===== config.mk =====
export PLATFORM = sky130hd
export DESIGN_NAME = banked_regfile
export DESIGN_NICKNAME = d
export VERILOG_FILES = /design/src/rtl/bank_pkg.sv /design/src/rtl/bank_map.sv /design/src/rtl/psr_store.sv /design/src/rtl/banked_regfile.sv
export SDC_FILE = /design/constraint.sdc
export NUM_CORES = 2
export LEC_CHECK = 0
export BUFFER_PORTS_ARGS = -buffer_cell sky130_fd_sc_hd__buf_2
export CAP_MARGIN = 20
export CORE_MARGIN = 2
export CORE_UTILIZATION = 35
export DETAILED_ROUTE_END_ITERATION = 12
export HOLD_SLACK_MARGIN = 0.03
export SLEW_MARGIN = 20
export SYNTH_ARGS = -nofsm -noshare
export SYNTH_HDL_FRONTEND = slang
export SYNTH_SLANG_ARGS = --single-unit

===== constraint.sdc =====
create_clock -name clk_i -period 8.9 [get_ports clk_i]
set_clock_uncertainty 0.05 [all_clocks]
set_input_delay 0.89 -clock clk_i [delete_from_list [all_inputs] [get_ports clk_i]]
set_output_delay 0.89 -clock clk_i [all_outputs]
set_load 0.05 [all_outputs]

===== src/rtl/bank_pkg.sv =====
`timescale 1ns/1ps
package bank_pkg;
  typedef enum logic [4:0] {
    MODE_USR = 5'b10000,
    MODE_FIQ = 5'b10001,
    MODE_IRQ = 5'b10010,
    MODE_SVC = 5'b10011,
    MODE_ABT = 5'b10111,
    MODE_UND = 5'b11011,
    MODE_SYS = 5'b11111
  } mode_e;

  typedef enum logic [2:0] {
    BK_USR = 3'd0,
    BK_FIQ = 3'd1,
    BK_IRQ = 3'd2,
    BK_SVC = 3'd3,
    BK_ABT = 3'd4,
    BK_UND = 3'd5
  } bank_e;

  localparam int unsigned NUM_LOGICAL = 16;
  localparam int unsigned FIQ_LO_BASE = 16;  // private copies of 8..12
  localparam int unsigned NUM_FIQ_LO  = 5;
  localparam int unsigned SP_LR_BASE  = FIQ_LO_BASE + NUM_FIQ_LO;
  localparam int unsigned NUM_XBANKS  = 5;
  localparam int unsigned NUM_PHYS    = SP_LR_BASE + 2 * NUM_XBANKS;
  localparam int unsigned PHYS_W      = $clog2(NUM_PHYS);
  localparam int unsigned T_BIT       = 5;
  localparam logic [31:0] CPSR_RESET  = 32'h0000_00D3;

  function automatic bank_e mode_to_bank(input logic [4:0] m);
    case (m)
      MODE_FIQ: return BK_FIQ;
      MODE_IRQ: return BK_IRQ;
      MODE_SVC: return BK_SVC;
      MODE_ABT: return BK_ABT;
      MODE_UND: return BK_UND;
      default:  return BK_USR;
    endcase
  endfunction
endpackage


===== src/rtl/bank_map.sv =====
`timescale 1ns/1ps
module bank_map
  import bank_pkg::*;
(
  input  logic [3:0]        idx_i,
  input  bank_e             bank_i,
  output logic [PHYS_W-1:0] phys_o
);
  logic lo_fiq, sp_lr;

  assign lo_fiq = (idx_i >= 4'd8) && (idx_i <= 4'd12) && (bank_i == BK_FIQ);
  assign sp_lr  = (idx_i == 4'd13 || idx_i == 4'd14) && (bank_i != BK_USR);

  always_comb begin
    phys_o = PHYS_W'(idx_i);
    if (lo_fiq)
      phys_o = PHYS_W'(FIQ_LO_BASE) + PHYS_W'(idx_i - 4'd8);
    else if (sp_lr)
      phys_o = PHYS_W'(SP_LR_BASE)
             + PHYS_W'({3'(bank_i) - 3'd1, 1'b0})
             + PHYS_W'(idx_i == 4'd14);
  end

  always_comb begin
    a_r4_in_range: assert (phys_o < PHYS_W'(NUM_PHYS));
  end
endmodule


===== src/rtl/psr_store.sv =====
`timescale 1ns/1ps
module psr_store
  import bank_pkg::*;
#(
  parameter int unsigned DATA_W = 32
) (
  input  logic              clk_i,
  input  logic              rst_ni,
  input  bank_e             bank_i,
  input  logic              cpsr_we_i,
  input  logic [DATA_W-1:0] cpsr_wdata_i,
  input  logic              spsr_we_i,
  input  logic [DATA_W-1:0] spsr_wdata_i,
  output logic [DATA_W-1:0] cpsr_o,
  output logic [DATA_W-1:0] spsr_o
);
  localparam int unsigned SLOT_W = $clog2(NUM_XBANKS);

  logic [DATA_W-1:0]                 cpsr_q;
  logic [NUM_XBANKS-1:0][DATA_W-1:0] spsr_q;
  logic                              has_spsr;
  logic [SLOT_W-1:0]                 slot;

  assign has_spsr = (bank_i != BK_USR);
  assign slot     = SLOT_W'(3'(bank_i) - 3'd1);

  always_ff @(posedge clk_i or negedge rst_ni) begin
    if (!rst_ni) begin
      cpsr_q <= DATA_W'(CPSR_RESET);
      spsr_q <= '0;
    end else begin
      if (cpsr_we_i) cpsr_q <= cpsr_wdata_i;
      if (spsr_we_i && has_spsr) spsr_q[slot] <= spsr_wdata_i;
    end
  end

  assign cpsr_o = cpsr_q;
  assign spsr_o = has_spsr ? spsr_q[slot] : cpsr_q;

  a_r8_cpsr_write: assert property (@(posedge clk_i) disable iff (!rst_ni)
    cpsr_we_i |=> cpsr_o == $past(cpsr_wdata_i));
  a_r9_spsr_write: assert property (@(posedge clk_i) disable iff (!rst_ni)
    (spsr_we_i && has_spsr && !cpsr_we_i) |=> spsr_o == $past(spsr_wdata_i));
  a_r10_spsr_ignored: assert property (@(posedge clk_i) disable iff (!rst_ni)
    !has_spsr |=> $stable(spsr_q));
endmodule


===== src/rtl/banked_regfile.sv =====
`timescale 1ns/1ps
module banked_regfile
  import bank_pkg::*;
#(
  parameter int unsigned DATA_W       = 32,
  parameter int unsigned PC_ADV_WIDE  = 8,
  parameter int unsigned PC_ADV_SHORT = 4
) (
  input  logic              clk_i,
  input  logic              rst_ni,
  input  logic [3:0]        raddr_a_i,
  output logic [DATA_W-1:0] rdata_a_o,
  input  logic [3:0]        raddr_b_i,
  output logic [DATA_W-1:0] rdata_b_o,
  input  logic              we_i,
  input  logic [3:0]        waddr_i,
  input  logic [DATA_W-1:0] wdata_i,
  output logic [DATA_W-1:0] pc_o,
  output logic              branch_o,
  input  logic              cpsr_we_i,
  input  logic [DATA_W-1:0] cpsr_wdata_i,
  output logic [DATA_W-1:0] cpsr_o,
  input  logic              spsr_we_i,
  input  logic [DATA_W-1:0] spsr_wdata_i,
  output logic [DATA_W-1:0] spsr_o
);
  localparam int unsigned NUM_RD = 2;
  localparam logic [3:0]  PC_IDX = 4'd15;

  logic [NUM_PHYS-1:0][DATA_W-1:0] gpr_q;
  bank_e                           bank;
  logic [PHYS_W-1:0]               wphys;
  logic [NUM_RD-1:0][3:0]          raddr;
  logic [NUM_RD-1:0][DATA_W-1:0]   rdata;
  logic [DATA_W-1:0]               pc_adv;

  assign bank   = mode_to_bank(cpsr_o[4:0]);
  assign raddr  = {raddr_b_i, raddr_a_i};
  assign pc_adv = cpsr_o[T_BIT] ? DATA_W'(PC_ADV_SHORT) : DATA_W'(PC_ADV_WIDE);

  bank_map u_wmap (.idx_i(waddr_i), .bank_i(bank), .phys_o(wphys));

  for (genvar p = 0; p < NUM_RD; p++) begin : g_rd
    logic [PHYS_W-1:0] rphys;
    bank_map u_rmap (.idx_i(raddr[p]), .bank_i(bank), .phys_o(rphys));
    assign rdata[p] = (raddr[p] == PC_IDX) ? gpr_q[PC_IDX] + pc_adv
                                           : gpr_q[rphys];
  end

  assign rdata_a_o = rdata[0];
  assign rdata_b_o = rdata[1];

  always_ff @(posedge clk_i or negedge rst_ni) begin
    if (!rst_ni) gpr_q <= '0;
    else if (we_i) gpr_q[wphys] <= wdata_i;
  end

  assign pc_o     = gpr_q[PC_IDX];
  assign branch_o = we_i && (waddr_i == PC_IDX);

  psr_store #(.DATA_W(DATA_W)) u_psr (
    .clk_i, .rst_ni, .bank_i(bank),
    .cpsr_we_i, .cpsr_wdata_i, .spsr_we_i, .spsr_wdata_i,
    .cpsr_o, .spsr_o
  );

  a_r7_branch_target: assert property (@(posedge clk_i) disable iff (!rst_ni)
    branch_o |=> pc_o == $past(wdata_i));
  a_r7_pc_hold: assert property (@(posedge clk_i) disable iff (!rst_ni)
    !(we_i && waddr_i == PC_IDX) |=> $stable(pc_o));
  a_r5_write_lands: assert property (@(posedge clk_i) disable iff (!rst_ni)
    (we_i && waddr_i != PC_IDX && raddr_a_i == waddr_i && !cpsr_we_i)
      |=> (raddr_a_i != $past(raddr_a_i)) || rdata_a_o == $past(wdata_i));
endmodule


[After elaboration in Yosys (flattened, before gate mapping)]
Cells that the tools add are included.
Cells by class
  magnitude comparators: 12
  equal/unequal tests: 15
  reduce and logical (&&, ||, !) cells: 17
  add/subtract/negate cells: 12
  mux-type cells: 23
Operators with widths (number)
  992-bit bitwise mux: 1
  32-bit binary-select mux with 5-bit select: 2
  32-bit 2-to-1 mux: 8
  160-bit bitwise mux: 1
  32-bit demux with 5-bit select: 1
  32-bit binary-select mux with 3-bit select: 1
  32-bit demux with 3-bit select: 1
  4-bit equality test, second input constant: 9
  32-bit by 4-bit adder with 32-bit output: 1
  5-bit 2-to-1 mux: 6
  5-bit equality test, second input constant: 5
  5-bit by 6-bit less-than comparator with 1-bit output, second input constant: 3
  5-bit by 1-bit adder with 5-bit output: 3
  5-bit adder, first input constant: 3
  3-bit case mux with 5 select lines: 1
  4-bit by 4-bit subtractor with 5-bit output, second input constant: 3
  1-bit logical AND: 13
  4-bit >= comparator, second input constant: 3
  4-bit <= comparator, second input constant: 3
  5-bit by 4-bit adder with 5-bit output, first input constant: 1
  5-bit by 1-bit >= comparator with 1-bit output, second input constant: 1
  3-bit by 4-bit less-than comparator with 1-bit output, second input constant: 1
  4-bit 2-to-1 mux: 1
  3-bit by 1-bit equality test with 1-bit output, second input constant: 1
  other kinds (4): 6
Word-level totals
  register bits after elaboration: 1184
  output and inout bits: 161
  word-level logic and storage cells: 116

[Depth between registers and ports, before layout]
  word-level depth: 12
  depth in mapped cells: 20
  gate-level depth less buffers: 14

[By module]
From an unflattened synthesis, not the netlist that was laid out.
Unflattened totals
  cells, all modules: 4532
  area total of the unflattened synthesis: 64458.1 µm²
Modules (own cells, without submodules)
  banked_regfile: cells an instance 3800, instances 1, area an instance 54488.5 µm²
  psr_store: cells an instance 651, instances 1, area an instance 9320.2 µm²
  bank_map: cells an instance 27, instances 3, area an instance 216.5 µm²

[Worst setup path after synthesis]
No wires, ideal clock.
  path kind: reg-to-output
  from: register u_psr.cpsr_q[4] (netlist: u_psr.cpsr_o[4])
  to: output port rdata_a_o[4]
  stages on the path, launching flop included: 19
  buffers on the path: 6
  arrival time: 5878 ps
  path slack: 2082 ps
  cells stage by stage: dfstp_2 -> nor2b_1 -> and3_1 -> clkbuf_1 -> inv_2 -> buf_2 -> ha_1 -> ha_1 -> clkbuf_1 -> clkbuf_1 -> inv_1 -> ha_1 -> inv_1 -> a311o_1 -> o211ai_2 -> buf_2 -> buf_2 -> a2111oi_0 -> o311ai_0
Between the ends
  longest elaborated chain between the ends: 10
RTL lines
  start, declared: RTL line psr_store.sv:19  | logic [DATA_W-1:0] cpsr_q;
  start signal, assigned: RTL line psr_store.sv:29  | cpsr_q <= DATA_W'(CPSR_RESET);
  start signal, assigned: RTL line psr_store.sv:32  | if (cpsr_we_i) cpsr_q <= cpsr_wdata_i;
  5-bit equality test: RTL line bank_pkg.sv:33  | case (m)
  3-bit case mux with 5 select lines *: RTL line bank_pkg.sv:33
  3-bit by 1-bit subtractor with 3-bit output: RTL line bank_map.sv:20  | + PHYS_W'({3'(bank_i) - 3'd1, 1'b0})
  5-bit by 4-bit adder with 5-bit output: RTL line bank_map.sv:20
  5-bit by 1-bit adder with 5-bit output: RTL line bank_map.sv:21  | + PHYS_W'(idx_i == 4'd14);
  5-bit 2-to-1 mux: RTL line bank_map.sv:18  | else if (sp_lr)
  5-bit 2-to-1 mux *: RTL line bank_map.sv:16  | if (lo_fiq)
  32-bit binary-select mux with 5-bit select *: RTL line banked_regfile.sv:47  | : gpr_q[rphys];
  32-bit 2-to-1 mux (not written as such) *: RTL line banked_regfile.sv:47
  32-bit 2-to-1 mux *: RTL line banked_regfile.sv:46  | assign rdata[p] = (raddr[p] == PC_IDX) ? gpr_q[PC_IDX] + pc_adv
  end, declared: RTL line banked_regfile.sv:12  | output logic [DATA_W-1:0] rdata_a_o,
Every way passes the cells marked *; elsewhere a longest branch is shown, timed or not. The select of a mux whose other input is x is not followed.

[Worst setup path after layout]
  from: register u_psr.cpsr_q[2] (netlist: u_psr.cpsr_o[2])
  to: output port rdata_a_o[17]
Same word-level chain as after synthesis.

==> flow_results.org <==
** Clock network
- TritonCTS created 132 clock buffers.
- In this run the clock root is driven by a sky130_fd_sc_hd__clkbuf_16.
- Once the clock tree was built, the setup fixing pass inserted 0 buffers.
- Post-CTS repair changed the size of 0 cells.
- TritonCTS built the clock tree.
- Level count of the clock H-tree :: 4
- Counting along the longest clock path gives a buffer depth of 3.
- For the worst-skew pair, the clock arrives at the later sink with an insertion delay of between 0.7 and 0.8 ns.
- CTS sink count :: 1184
- Hold repair after CTS inserted 0 buffers.
- Clock-pin slew was measured on the worst setup and hold paths at approximately 0.060 ns.

** Pwr
- Total power after layout :: between 15000 and 20000 uW
- For this design the ratio of total power to cell area is approximately 230 nW/um^2.
- Worst VDD drop :: about 0.00018 V
- Summed over all cells, the static leakage comes to ~0.033 uW.

** Global routing
- Entering global routing, the biggest net connects 170 pins.
- Global-route wire length before repair :: between 300000 and 400000 um
- For this run the aggregate overflow at the end of global routing stands at 0.
- The via count of the first global-routing pass came to around 55000.
- Across every metal layer, demand over resource in global routing totals 0.276.
- Antenna violations before repair :: 37

** Synthesis
- The synthesized netlist occupies a cell area of ~67000 sq um.
- By area, the combinational part of the netlist is dominated by multiplexers.
- Number of standard cells after synthesis :: roughly 6000
- Of the post-synthesis cell area, the part taken by muxes is 0.284.
- The share of the synthesized area in compound gates (AO/OA/AOI/OAI) was 0.158.
- Synth Area in Adders :: 0.00292
- Synthesis inferred 1184 register bits.
- Net count of the mapped netlist :: ~6000
- Counting flops with an async set or reset pin after synthesis yields a share of 1.00.
- Yosys mapped the design onto 86 distinct sky130hd cell types.
- Summed over all instances, the cell type with the most area after synthesis is sky130_fd_sc_hd__dfrtp_1.
- Of the total synthesized cell area, the portion taken by AND, OR, NAND and NOR gates is 0.0615.
- Sequential cell area fraction in the yosys report :: 0.444
- Post-synth top area share :: 0.442
- Averaged over all synthesized cells, the footprint is around 11 sq um.
- Yosys Warn Count :: 0
- The most used flip-flop cell after synthesis is sky130_fd_sc_hd__dfrtp_1.
- Dominant cells by area after synthesis :: sky130_fd_sc_hd__dfrtp_1 (44%), sky130_fd_sc_hd__mux2_2 (21%), sky130_fd_sc_hd__mux2i_1 (4.2%), sky130_fd_sc_hd__mux4_2 (2.5%), sky130_fd_sc_hd__o221ai_1 (2.5%)
- Count of flip-flops with a built-in enable after synthesis :: 0
- Of the total synthesized cell area, the portion taken by XOR and XNOR cells is 0.00512.

** Floorplan
- FP Rows :: 160
- The initial utilization of the core area, before any placement, comes to 0.352.
- During I/O placement, the number of pins put on the boundary was 274.
- Die Wd :: 441 um
- Area of the placeable core :: about 190000 sq um
- Height of the die :: ~440 um
- Die Area :: roughly 190000 sq um

** Placement
- GP Congestion :: between 0.9 and 1
- Estimated wirelength of the detail-placed design :: around 170000 um
- Standard cell area after detailed placement :: roughly 70000 sq um
- Number of buffers added on ports :: between 200 and 300

** STA
- Setup violations remaining at the end of the flow were counted as 0.
- Relative slew margins :: 0.151
- For this run, the top clock speed supported by timing is between 0.1 and 0.15 GHz.
- The final-report max-slew violation count came to 0.
- Setup total negative slack on the finished layout was measured at 0 ns.
- Actual transition at the worst max-transition pin :: ~1.3 ns
- Setup repair after global routing left no endpoint under its margin.
- The number of hold violations in the final report is 0.
- In the finished design, the share of the clock period the worst path needs comes to 0.880.
- Final critical path time including I/O delays and setup :: roughly 7.8 ns

** Drt
- Via count :: 56000
- DR DRC count :: 0
- The final layout contains routed wiring with a total length of between 200000 and 300000 um.
- Avg Vias per Cell :: 6.58
- Initial DRT Pass Iterations :: 6
- Detailed-route wire length per cell :: about 32 um
- Post-DRT Antenna Nets :: 0
- Number of violations reported at the end of detailed-routing iteration 0 :: about 7500

** Critical path
- The critical path is of the reg -> out type.
- The worst setup path is launched from a register.
- STA classifies the critical path endpoint as an output pin.
- Data arrival time of the critical path :: roughly 7 ns
- Required time worst endpoint :: just under 8 ns
- Of all nets on the critical path, the largest fanout is 15.

** Run status
- The run finished with clean final reports.

** Final layout
- Non-Filler Cell Area, Final :: 74800 sq um
- The library cell used most frequently in the layout, excluding fill and tap cells, is sky130_fd_sc_hd__mux2_2.
- Post-synthesis to final-layout area growth :: 12.1%
- Of the cells placed in the final design, the portion with a size suffix greater than 1 is 0.341.
- Post-layout nets :: between 6000 and 7000
- The top cell types in the final layout, fill and taps aside, are sky130_fd_sc_hd__mux2_2 (1220), sky130_fd_sc_hd__dfrtp_1 (1179), sky130_fd_sc_hd__nand2_1 (322).
- The layout has between 15000 and 20000 filler cells.

** Min path
- Hold WC Path Type :: in -> async

** Job
- Count of max-cap constraint violations :: 0
[cell usage after synthesis, drive strengths merged, types with 14 or more instances]
library cell  count
mux2           1283
o2111ai          16
a22oi            64
mux4             74
o22ai           234
o32ai            41
a2bb2oi          15
a221oi           38
inv              36
xnor2            21
dfrtp          1179
o22a             29
nor2            219
clkbuf          338
nand3            96
a21oi           212
a31oi            83
a221o            19
ha               14
a222oi           32
nand2b           15
o221a            15
nand2           350
and2             29
buf             320
o21ai           248
a311oi           16
o211ai           69
o31ai            18
nand4            23
or3              43
nor3             27
o221ai          190
and3             44
a211oi           56
mux2i           282
xor2             18
[flip-flops by register name, summed over array words and instances, names as in the netlist]
signal        count
gpr_q           960
u_psr.spsr_q    160
pc_o             32
u_psr.cpsr_o     32
[cells by family (layout without fill, tap and decap cells)]
kind of cell             count (synthesis)  after routing
other                                    0             13
XOR/XNOR                                39             39
multiplexers                          1639           1639
AND/OR/NAND/NOR                        893            893
flip-flops                            1184           1184
adder cells (fa/ha/maj)                 15             15
buffers and inverters                  694            711
AO/OA/AOI/OAI                         1505           1505
[through the flow]
step,utilization,worst slack (ns),hold WS [ns],instances
after global routing,0.394,0.985,0.125,8501
final,0.394,1.07,0.0675,8510
after global placement,0.370,2.00,0.431,8260
after floorplan,-,2.08,0.417,5969
after detailed placement,0.370,2.16,0.438,8261
after CTS,0.394,1.31,0.0955,8496
[worst paths after layout]
path / start / endpoint / slack [ns] / depth (start not counted)
max reg2reg: u_psr.cpsr_o[2] / gpr_q[370] / 3.49 / 14
max: u_psr.cpsr_o[2] / rdata_a_o[17] / 1.07 / 15
min in group clk_i: cpsr_wdata_i[24] / u_psr.cpsr_o[24] / 0.28 / 2
min reg2reg: u_psr.spsr_q[105] / u_psr.spsr_q[105] / 0.45 / 1
max in group asynchronous: rst_ni / gpr_q[4] / 6.59 / 3
min: rst_ni / pc_o[19] / 0.07 / 1
[critical path, stage by stage, from the launching register on]
cell	delay, ns
sky130_fd_sc_hd__dfrtp_1	0.46
sky130_fd_sc_hd__nor2b_1	0.10
sky130_fd_sc_hd__and3_1	0.25
sky130_fd_sc_hd__inv_2	0.33
sky130_fd_sc_hd__ha_1	0.23
sky130_fd_sc_hd__ha_2	0.45
sky130_fd_sc_hd__nand3b_1	0.41
sky130_fd_sc_hd__buf_4	0.32
sky130_fd_sc_hd__buf_4	0.34
sky130_fd_sc_hd__nor2_1	0.11
sky130_fd_sc_hd__a32oi_2	0.75
sky130_fd_sc_hd__buf_4	0.34
sky130_fd_sc_hd__nand2_1	0.68
sky130_fd_sc_hd__a21o_1	0.45
sky130_fd_sc_hd__a32oi_1	0.48
sky130_fd_sc_hd__buf_2	0.37
[where the power goes]
group / switching [uW] / internal (uW)
clock: 2400 / 3360
combinational: 2650 / 1690
sequential: 798 / 6290
total: 5850 / 11300
[layout make-up]
cell class                      count  area (sq um)  area share
Antenna cell                       13          32.5    0.000435
Multi-Input combinational cell   4091         34500       0.461
Clock inverter                     33           457     0.00610
Sequential cell                  1184         29600       0.396
Clock buffer                      202          4030      0.0538
Inverter                           36           139     0.00186
Tap cell                         2511          3140      0.0420
Timing Repair Buffer              440          2900      0.0388
[routing by layer]
layer	track usage	routed length (um)	part of all wire
met5	0	205	0.00075
met4	0.173	20000	0.073
met3	0.0820	31900	0.12
met2	0.404	116000	0.42
met1	0.355	106000	0.39
Power figures use the tool's default switching activity.
